==> src/rtl/flr_pkg.sv <==
`timescale 1ns/1ps
package flr_pkg;

  typedef enum logic [2:0] {
    ST_IDLE,   // pin high, reads allowed
    ST_LOW,    // pin low, width not yet qualified
    ST_QUAL,   // qualified, abort delay running
    ST_HOLD,   // abort done, pin still low
    ST_RECOV   // released, read recovery running
  } flr_state_e;

  function automatic int ps_to_cyc(input int ps, input int clk_ps);
    return (ps + clk_ps - 1) / clk_ps;
  endfunction

endpackage

==> src/rtl/flr_sync2.sv <==
`timescale 1ns/1ps
module flr_sync2 (
  input  logic clk,
  input  logic rst_n,
  input  logic d,
  output logic q
);
  logic [1:0] stage_q;

  always_ff @(posedge clk or negedge rst_n) begin
    if (!rst_n) stage_q <= 2'b11;
    else        stage_q <= {stage_q[0], d};
  end

  assign q = stage_q[1];
endmodule

==> src/rtl/flr_sat_cnt.sv <==
`timescale 1ns/1ps
module flr_sat_cnt #(
  parameter int W        = 8,
  parameter int MAX      = 200,
  parameter int LOAD_VAL = 0
) (
  input  logic         clk,
  input  logic         rst_n,
  input  logic         load,
  input  logic         inc,
  output logic [W-1:0] cnt
);
  logic [W-1:0] cnt_q, cnt_d;
  logic         en;

  assign en = load | inc;

  always_comb begin
    cnt_d = cnt_q;
    if (load)                      cnt_d = W'(LOAD_VAL);
    else if (cnt_q != W'(MAX))     cnt_d = cnt_q + W'(1);
  end

  always_ff @(posedge clk or negedge rst_n) begin
    if (!rst_n)  cnt_q <= '0;
    else if (en) cnt_q <= cnt_d;
  end

  assign cnt = cnt_q;
endmodule

==> src/rtl/flash_rst_seq.sv <==
`timescale 1ns/1ps
module flash_rst_seq #(
  parameter int CLK_PS       = 5000,
  parameter int MIN_PULSE_PS = 500_000,
  parameter int ABORT_DLY_PS = 20_000_000,
  parameter int RECOVER_PS   = 50_000
) (
  input  logic clk,
  input  logic rst_n,
  input  logic pin_rst_n,
  input  logic busy_op,
  output logic standby,
  output logic rd_allow,
  output logic abort_stb,
  output logic corrupt
);
  import flr_pkg::*;

  localparam int MIN_CYC   = ps_to_cyc(MIN_PULSE_PS, CLK_PS);
  localparam int ABORT_CYC = ps_to_cyc(ABORT_DLY_PS, CLK_PS);
  localparam int REC_CYC   = (ps_to_cyc(RECOVER_PS, CLK_PS) < 1) ? 1
                             : ps_to_cyc(RECOVER_PS, CLK_PS);
  localparam int EW        = $clog2(ABORT_CYC + 1);
  localparam int RW        = (REC_CYC > 1) ? $clog2(REC_CYC) : 1;

  logic pin_s, low_s;
  logic [EW-1:0] el_cnt;
  logic [RW-1:0] rc_cnt;
  logic el_load, el_inc, rc_load, rc_inc, fire;
  flr_state_e st_q, st_d;
  logic abort_q, corrupt_q, corrupt_d;

  flr_sync2 u_sync (
    .clk(clk), .rst_n(rst_n), .d(pin_rst_n), .q(pin_s)
  );
  assign low_s = ~pin_s;

  // cycles since the synchronized pin was first seen low; saturates
  flr_sat_cnt #(.W(EW), .MAX(ABORT_CYC), .LOAD_VAL(1)) u_elapsed (
    .clk(clk), .rst_n(rst_n), .load(el_load), .inc(el_inc), .cnt(el_cnt)
  );

  // read recovery cycles after release
  flr_sat_cnt #(.W(RW), .MAX(REC_CYC - 1), .LOAD_VAL(0)) u_recov (
    .clk(clk), .rst_n(rst_n), .load(rc_load), .inc(rc_inc), .cnt(rc_cnt)
  );

  always_comb begin
    st_d    = st_q;
    el_load = 1'b0;
    el_inc  = 1'b0;
    rc_load = 1'b0;
    rc_inc  = 1'b0;
    fire    = 1'b0;
    unique case (st_q)
      ST_IDLE: if (low_s) begin
        st_d    = ST_LOW;
        el_load = 1'b1;
      end
      ST_LOW: begin
        if (!low_s) begin
          st_d    = ST_RECOV;
          rc_load = 1'b1;
        end else begin
          el_inc = 1'b1;
          if (el_cnt >= EW'(MIN_CYC - 1)) st_d = ST_QUAL;
        end
      end
      ST_QUAL: begin
        el_inc = 1'b1;
        if (el_cnt == EW'(ABORT_CYC - 1)) begin
          fire = 1'b1;
          if (low_s) st_d = ST_HOLD;
          else begin
            st_d    = ST_RECOV;
            rc_load = 1'b1;
          end
        end
      end
      ST_HOLD: if (!low_s) begin
        st_d    = ST_RECOV;
        rc_load = 1'b1;
      end
      ST_RECOV: begin
        if (low_s) begin
          st_d    = ST_LOW;
          el_load = 1'b1;
        end else if (rc_cnt == RW'(REC_CYC - 1)) begin
          st_d = ST_IDLE;
        end else begin
          rc_inc = 1'b1;
        end
      end
      default: st_d = ST_IDLE;
    endcase
  end

  assign corrupt_d = corrupt_q | (fire & busy_op);

  always_ff @(posedge clk or negedge rst_n) begin
    if (!rst_n) begin
      st_q      <= ST_IDLE;
      abort_q   <= 1'b0;
      corrupt_q <= 1'b0;
    end else begin
      st_q      <= st_d;
      abort_q   <= fire;
      corrupt_q <= corrupt_d;
    end
  end

  assign standby   = low_s;
  assign rd_allow  = (st_q == ST_IDLE) & ~low_s;
  assign abort_stb = abort_q;
  assign corrupt   = corrupt_q;
endmodule

==> config.mk <==
export PLATFORM = sky130hd
export DESIGN_NAME = flash_rst_seq
export DESIGN_NICKNAME = d
export VERILOG_FILES = /design/src/rtl/flr_pkg.sv /design/src/rtl/flr_sync2.sv /design/src/rtl/flr_sat_cnt.sv /design/src/rtl/flash_rst_seq.sv
export SDC_FILE = /design/constraint.sdc
export NUM_CORES = 1
export LEC_CHECK = 0
export BUFFER_PORTS_ARGS = -buffer_cell sky130_fd_sc_hd__buf_2
export CAP_MARGIN = 0
export CORE_MARGIN = 4
export CORE_UTILIZATION = 50
export DETAILED_ROUTE_END_ITERATION = 10
export PLACE_DENSITY_LB_ADDON = 0.08
export RECOVER_POWER = 25
export SETUP_SLACK_MARGIN = 0.3
export SLEW_MARGIN = 20
export SYNTH_ARGS = -nofsm -noshare
export SYNTH_HDL_FRONTEND = slang
export SYNTH_SLANG_ARGS = --single-unit
==> constraint.sdc <==
create_clock -name clk -period 3.8 [get_ports clk]
set_input_delay 0 -clock clk [delete_from_list [all_inputs] [get_ports clk]]
set_output_delay 0 -clock clk [all_outputs]
set_load 0.01 [all_outputs]
==> results.md, run 1 <==
- Largest net degree at the start of global routing: 24
- Post-CTS setup buffer count: 0
- CTS tree: yes
- Vias in the first global route: approximately 1,000
- Reg-to-Reg End: u_elapsed.cnt[6]
- Max-Cap Viols: 0
- Synthesized Nets: 152
- RSZ-0062 raised after global routing: false
- Total power: 0.000830 W
- DR vias/cell: roughly 5.7
- Setup violators final: 0
- Final setup TNS: 0 ns
- Dominant synthesized flop cell: dfrtp_1
- Number of CTS-inserted buffers: 3
- Post-DP HPWL: about 1900 um
- Fin. Hold Viols: 0
- Core area: ~0.0025 mm2
- Yosys top cell by area: dfrtp_1
- # diodes: 0
- Status: finished, final reports clean
- Asr flop ratio synth: 1.00
- Worst hold path startpoint: pin_rst_n
- Crit. Startpoint: st_q[1]
- Total via count in the routed design: 1,047
- Synthesis-to-layout area growth: 8.99%
- Dpl cell area: 0.00139 mm2
- Post-Route WL: 2560 um
- Post-route ant nets: 0
- Req. time, crit path: 4.02 ns
- CTS sink cnt: 23
- Yosys reg bits: 23
- R2R setup slack: around 1.8 ns
- Worst Max-Slew Pin Slew: 1.22 ns
- Input/output buffers: 7
- Pins Over Slew Limit: 0
- Share of cells above drive strength 1: 0.135
- Ports: 8
- Hold worst-path end: u_sync.stage_q[0]
- Initial core utilization: 0.529
- Post-synth EDFFs: 0
- Max Freq: a little over 0.5 GHz
- Die area: 0.00353 mm2
- R2r startpoint: st_q[1]
- Final GP Congestion: 0.858
- Worst EP arrival: 2.20 ns
- LEAKAGE: 0.636 nW
- CP Launch Type: flop
- Gr usage total: 0.165
- Initial DRT Pass Iterations: 4
- Hold depth: 2
- Synth top area share: 0.397
- Top cells by area, synth: dfrtp_1 40%, nor2_1 5.4%, ha_1 4.7%
- Skew-Pair Late Insertion Delay: 0.32 ns
- Crit share post-route: 0.521
- CTS root buffer: clkbuf_4
- First DRT Iteration DRCs: 33
- Slew Limit Headroom: 0.190
- CTS Buffer Depth: 2
- Clock skew: 0.00487 ns
- FF-to-FF path depth: 5
- Synthesized area: 0.00132 mm2
- Cell area after layout: roughly 0.0014 mm2
- PD cells: 576 mW/mm2
- VDD IR max: 0.379 mV
- Hold_buf cts: 3
- WS Path Type: reg -> reg
- Layout Nets: 165
- Synth cell types: 40
- Clk pin slew, worst setup/hold paths: 0.13 ns
- Sequential fraction of the synthesis area: 0.437
- Initial antenna violation count: 0
- DRC: 0
- Cells after Synth: 143
- Die span in y: just under 60 um
- Post-CTS sizing: 0
- Mean post-synth cell area: 9.25 um2
- Overflow after GRT: 0
- Hold WC Path Type: in -> reg
- Row count: 18
- Tmin final: 1.98 ns
- CP Capture Type: flop
- Largest fanout on the critical path: 12
- DIE WIDTH: 59.4 um
- Htree depth: 1
- Per-cell routed wire length: 13.8 um
- Global-route wire length before repair: approximately 4400 um
- YS warnings: 0
-- flip-flops by register name, summed over array words and instances (netlist names) --
| signal | count |
|---|---|
| u_sync.stage_q | 2 |
| st_q | 3 |
| u_recov.cnt | 4 |
| abort_stb | 1 |
| u_elapsed.cnt | 12 |
| corrupt | 1 |
-- layout make-up --
| cell class | count | area [um2] |
|---|---|---|
| flip-flops and latches | 23 | 578 |
| multi-input cells | 109 | 697 |
| fillers | 230 | 1060 |
| repair buffers | 11 | 71.3 |
| clock inverters | 1 | 5.00 |
| well taps | 30 | 37.5 |
| clock buffers | 3 | 22.5 |
| inverters | 8 | 30.0 |
-- critical path: stages (launching register included) --
cell and delay, ns:
dfrtp_1 0.56, nor2b_1 0.31, a21oi_1 0.14, or4b_2 0.65
xor2_1 0.16, nor2_1 0.06
-- through the flow --
step / hold slack, ns / worst slack (ns) / std cells / util
4_1_cts: 0.186 / 1.82 / 185 / 0.577
3_3_place_gp: -0.00186 / 1.85 / 178 / 0.554
3_5_place_dp: 0.00528 / 1.85 / 178 / 0.554
6_report: 0.313 / 1.82 / 185 / 0.577
5_1_grt: 0.310 / 1.64 / 185 / 0.577
2_1_floorplan: -0.296 / 1.98 / 143 / -
-- worst max path at each step --
stage	end	slack, ns	cells past startpoint
after floorplan	u_elapsed.cnt[6]	1.98	5
after global placement	u_elapsed.cnt[6]	1.85	5
after detailed placement	u_elapsed.cnt[6]	1.85	5
after CTS	u_elapsed.cnt[6]	1.82	5
after global routing	st_q[1]	1.64	7
final	u_elapsed.cnt[6]	1.82	5
-- report_power, final --
part           internal (W)  switching [W]  total, W
sequential         0.000292      0.0000907  0.000382
clock             0.0000394      0.0000776  0.000117
combinational      0.000148       0.000182  0.000330
-- cell usage after synthesis, types with 2 or more instances --
cell and n:
inv_1 8, nand4_1 5, o41ai_1 2, buf_2 2, or3_2 2, dfstp_2 2
xor2_1 4, a21o_1 2, nor2_1 19, nor3_1 5, dfrtp_1 21, a21oi_1 10
xnor2_1 5, ha_1 5, o21ai_1 2, nand3_1 7, nand2_1 15, o21ai_0 2
nor4_1 4
-- cell usage in the layout, fill, tap and decap left out, types with 2 or more instances in the layout --
master | Yosys | final
o41ai_1 | 2 | 2
nor4_1 | 4 | 4
o21ai_0 | 2 | 2
clkbuf_4 | 0 | 3
nand3_1 | 7 | 7
dfrtp_1 | 21 | 21
inv_1 | 8 | 8
nor3_1 | 5 | 5
ha_1 | 5 | 5
a21o_1 | 2 | 2
or3_2 | 2 | 2
nand4_1 | 5 | 5
dfstp_2 | 2 | 2
a21oi_1 | 10 | 10
o21ai_1 | 2 | 2
buf_2 | 2 | 6
xor2_1 | 4 | 4
nand2_1 | 15 | 15
xnor2_1 | 5 | 5
nor2_1 | 19 | 19
dlygate4sd3_1 | 0 | 3
-- logic make-up (layout without fill, tap and decap cells) --
family / count (synthesis) / count (layout) / synth area share
flops: 23 / 23 / 0.437
mux: 1 / 1 / 0.00757
simple gates: 68 / 68 / 0.259
buf+inv: 11 / 23 / 0.0360
compound gates: 26 / 26 / 0.153
fa+ha+maj: 5 / 5 / 0.0473
xor+xnor: 9 / 9 / 0.0596
-- metal layers --
metal	vias to the layer above	global-route usage	part of all wire
met2	17	0.242	0.41
met5	-	0	0
li1	532	-	-
met1	491	0.237	0.53
met3	7	0.0196	0.034
met4	0	0.0809	0.023
Note: power is estimated with default switching activity, not from simulation.
==> run 2: changes to the inputs <==
- clock period: 3.8 -> 1.98 ns (I/O delays scaled with it)
==> run 2 against run 1 <==
  * Critical path depth stayed put
  * Register-to-register slack worse by 1.6 ns
  * Clock power is 89% higher
  * First-iteration DRC count is 36% higher
  * Hold slack worse by 0.0040 ns
  * Combinational power grew to 3.0 times the previous value
  * Fmax is 12% higher
  * Die area stayed put
  * Sequential share of layout area is 5.6 points lower
  * Sequential power is 77% higher
  * Non-clock buffer count is 25 higher
  * Final cell count is 14% higher
  * Critical path type unchanged
  * Largest cell class unchanged
  * Highest routed layer unchanged
==> results.md, run 2 (synthesized netlist as in run 1, its figures left out) <==
- Synthesis-to-layout area growth: 28.1% (was 8.99%)
- Hold WC Path Type: in -> reg (unchanged)
- Post-DP HPWL: 1930 um (was 1850 um)
- First DRT Iteration DRCs: 45 (was 33)
- DR vias/cell: 5.70 (was 5.66)
- Non-filler instance count after layout: 210 (was 185)
- Place WS: 0.165 ns (was 1.85 ns)
- Row count: 18 (unchanged)
- Pins Over Slew Limit: 0 (unchanged)
- Most frequent cells in the layout: 25 x buf_4, 17 x nor2_1, 16 x dfrtp_1 (was 21 x dfrtp_1, 19 x nor2_1, 15 x nand2_1)
- RSZ-0062 raised after global routing: true (was false)
- Final hold slack: 0.309 ns (was 0.313 ns)
- Hold worst-path end: u_sync.stage_q[0] (unchanged)
- Number of CTS-inserted buffers: 3 (unchanged)
- Max-Cap Viols: 0 (unchanged)
- CTS tree: yes (unchanged)
- Util after Layout: 0.678 (was 0.577)
- Ports: 8 (unchanged)
- PD cells: 1110 mW/mm2 (was 576 mW/mm2)
- Clock skew: 0.0106 ns (was 0.00487 ns)
- Overflow after GRT: 0 (unchanged)
- Layout Nets: 190 (was 165)
- CTS root buffer: clkbuf_4 (unchanged)
- Most common cell after layout, fill and taps aside: buf_4 (was dfrtp_1)
- Tmin final: 1.77 ns (was 1.98 ns)
- Hold depth: 2 (unchanged)
- Worst Max-Slew Pin Slew: 1.23 ns (was 1.22 ns)
- R2R setup slack: 0.21 ns (was 1.82 ns)
- Req. time, crit path: 2.19 ns (was 4.02 ns)
- Fin. Hold Viols: 0 (unchanged)
- Total via count in the routed design: 1,197 (was 1,047)
- VDD IR max: 0.772 mV (was 0.379 mV)
- Max reg flops: 12 (unchanged)
- Gr usage total: 0.191 (was 0.165)
- Worst EP arrival: 1.97 ns (was 2.20 ns)
- Clk pin slew, worst setup/hold paths: 0.13 ns (about the same)
- Input/output buffers: 7 (unchanged)
- DIE WIDTH: 59.4 um (unchanged)
- Vias in the first global route: 1,160 (was 988)
- Setup violators final: 0 (unchanged)
- Initial antenna violation count: 0 (unchanged)
- Final setup TNS: 0 ns (unchanged)
- Global-route wire length before repair: 5120 um (was 4420 um)
- CP Capture Type: flop (unchanged)
- Per-cell routed wire length: 14.2 um (was 13.8 um)
- Initial DRT Pass Iterations: 5 (was 4)
- CTS Buffer Depth: 2 (unchanged)
- DRC: 0 (unchanged)
- Largest net degree at the start of global routing: 24 (unchanged)
- Fillers: 206 (was 230)
- Slew Limit Headroom: 0.181 (was 0.190)
- CP Launch Type: flop (unchanged)
- Initial core utilization: 0.529 (unchanged)
- Post-Route WL: 2980 um (was 2560 um)
- Die span in y: 59.4 um (unchanged)
- Die area: 0.00353 mm2 (unchanged)
- Final GP Congestion: 0.918 (was 0.858)
- Skew-Pair Late Insertion Delay: 0.32 ns (about the same)
- LEAKAGE: 0.773 nW (was 0.636 nW)
- Worst hold path startpoint: pin_rst_n (unchanged)
- WS Path Type: reg -> reg (unchanged)
- Largest fanout on the critical path: 8 (was 12)
- Reg-to-Reg End: u_elapsed.cnt[3] (was u_elapsed.cnt[6])
- # diodes: 0 (unchanged)
- Status: finished, final reports clean (unchanged)
- Crit share post-route: 0.893 (was 0.521)
- R2r startpoint: u_elapsed.cnt[7] (was st_q[1])
- Core area: 0.00250 mm2 (unchanged)
- Share of cells above drive strength 1: 0.350 (was 0.135)
- Post-route ant nets: 0 (unchanged)
- Worst setup margin: 0.212 ns (was 1.82 ns)
- CTS sink cnt: 23 (unchanged)
- FF-to-FF path depth: 5 (unchanged)
- Htree depth: 1 (unchanged)
- Max Freq: 0.566 GHz (was 0.505 GHz)
- Placed insts: 181 (was 178)
==> run 2: worst max-delay path by stage <==
stage,startpoint,endpoint,slack (ns),depth (start not counted)
6_report,u_elapsed.cnt[7],u_elapsed.cnt[3],0.21,5
4_1_cts,u_elapsed.cnt[4],u_elapsed.cnt[3],0.22,5
3_5_place_dp,u_elapsed.cnt[2],u_elapsed.cnt[9],0.16,5
5_1_grt,u_elapsed.cnt[9],u_elapsed.cnt[9],0.14,5
3_3_place_gp,u_elapsed.cnt[2],u_elapsed.cnt[11],0.21,5
2_1_floorplan,u_elapsed.cnt[2],u_elapsed.cnt[6],0.27,5
==> run 2: power breakdown <==
group | switching, W | internal [W] | total (W)
combinational | 0.000516 | 0.000476 | 0.000992
sequential | 0.000109 | 0.000567 | 0.000676
clock | 0.000145 | 0.0000756 | 0.000221
==> run 2: layout make-up <==
cell class | count | area (um2) | area share
Clock inverter | 1 | 5.00 | 0.00295
Multi-Input combinational cell | 109 | 758 | 0.448
Tap cell | 30 | 37.5 | 0.0222
Inverter | 8 | 30.0 | 0.0177
Timing Repair Buffer | 36 | 256 | 0.151
Clock buffer | 3 | 22.5 | 0.0133
Sequential cell | 23 | 584 | 0.345
==> run 2: worst max-delay path, stage by stage (launching register included) <==
cell,delay [ns]
dfrtp_1,0.41
nand4_1,0.25
o41a_4,0.57
a2bb2oi_4,0.22
or4_2,0.15
nand3_1,0.06
==> run 2: what timing repair did <==
item | CTS | global route
endpoints found under the hold margin | 25 | 0
gates resized for setup | 13 | 2
hold buffers | 3 | 0
buffers inserted | 22 | 0
gates cloned | 0 | 0
setup endpoints to repair | 15 | 17
pin swaps | 8 | 3
==> run 2: stage by stage <==
stage,area [um2],power [W]
3_5_place_dp,1430,0.00141
6_report,1690,0.00189
3_3_place_gp,1430,0.00139
2_1_floorplan,1350,0.00124
4_1_cts,1690,0.00186
5_1_grt,1690,0.00202
==> run 2: metal layers <==
metal,up-vias,track usage,part of all wire
li1,585,-,-
met1,587,0.254,0.48
met2,19,0.314,0.47
met3,6,0.0327,0.029
met4,0,0.0647,0.016
met5,-,0,0
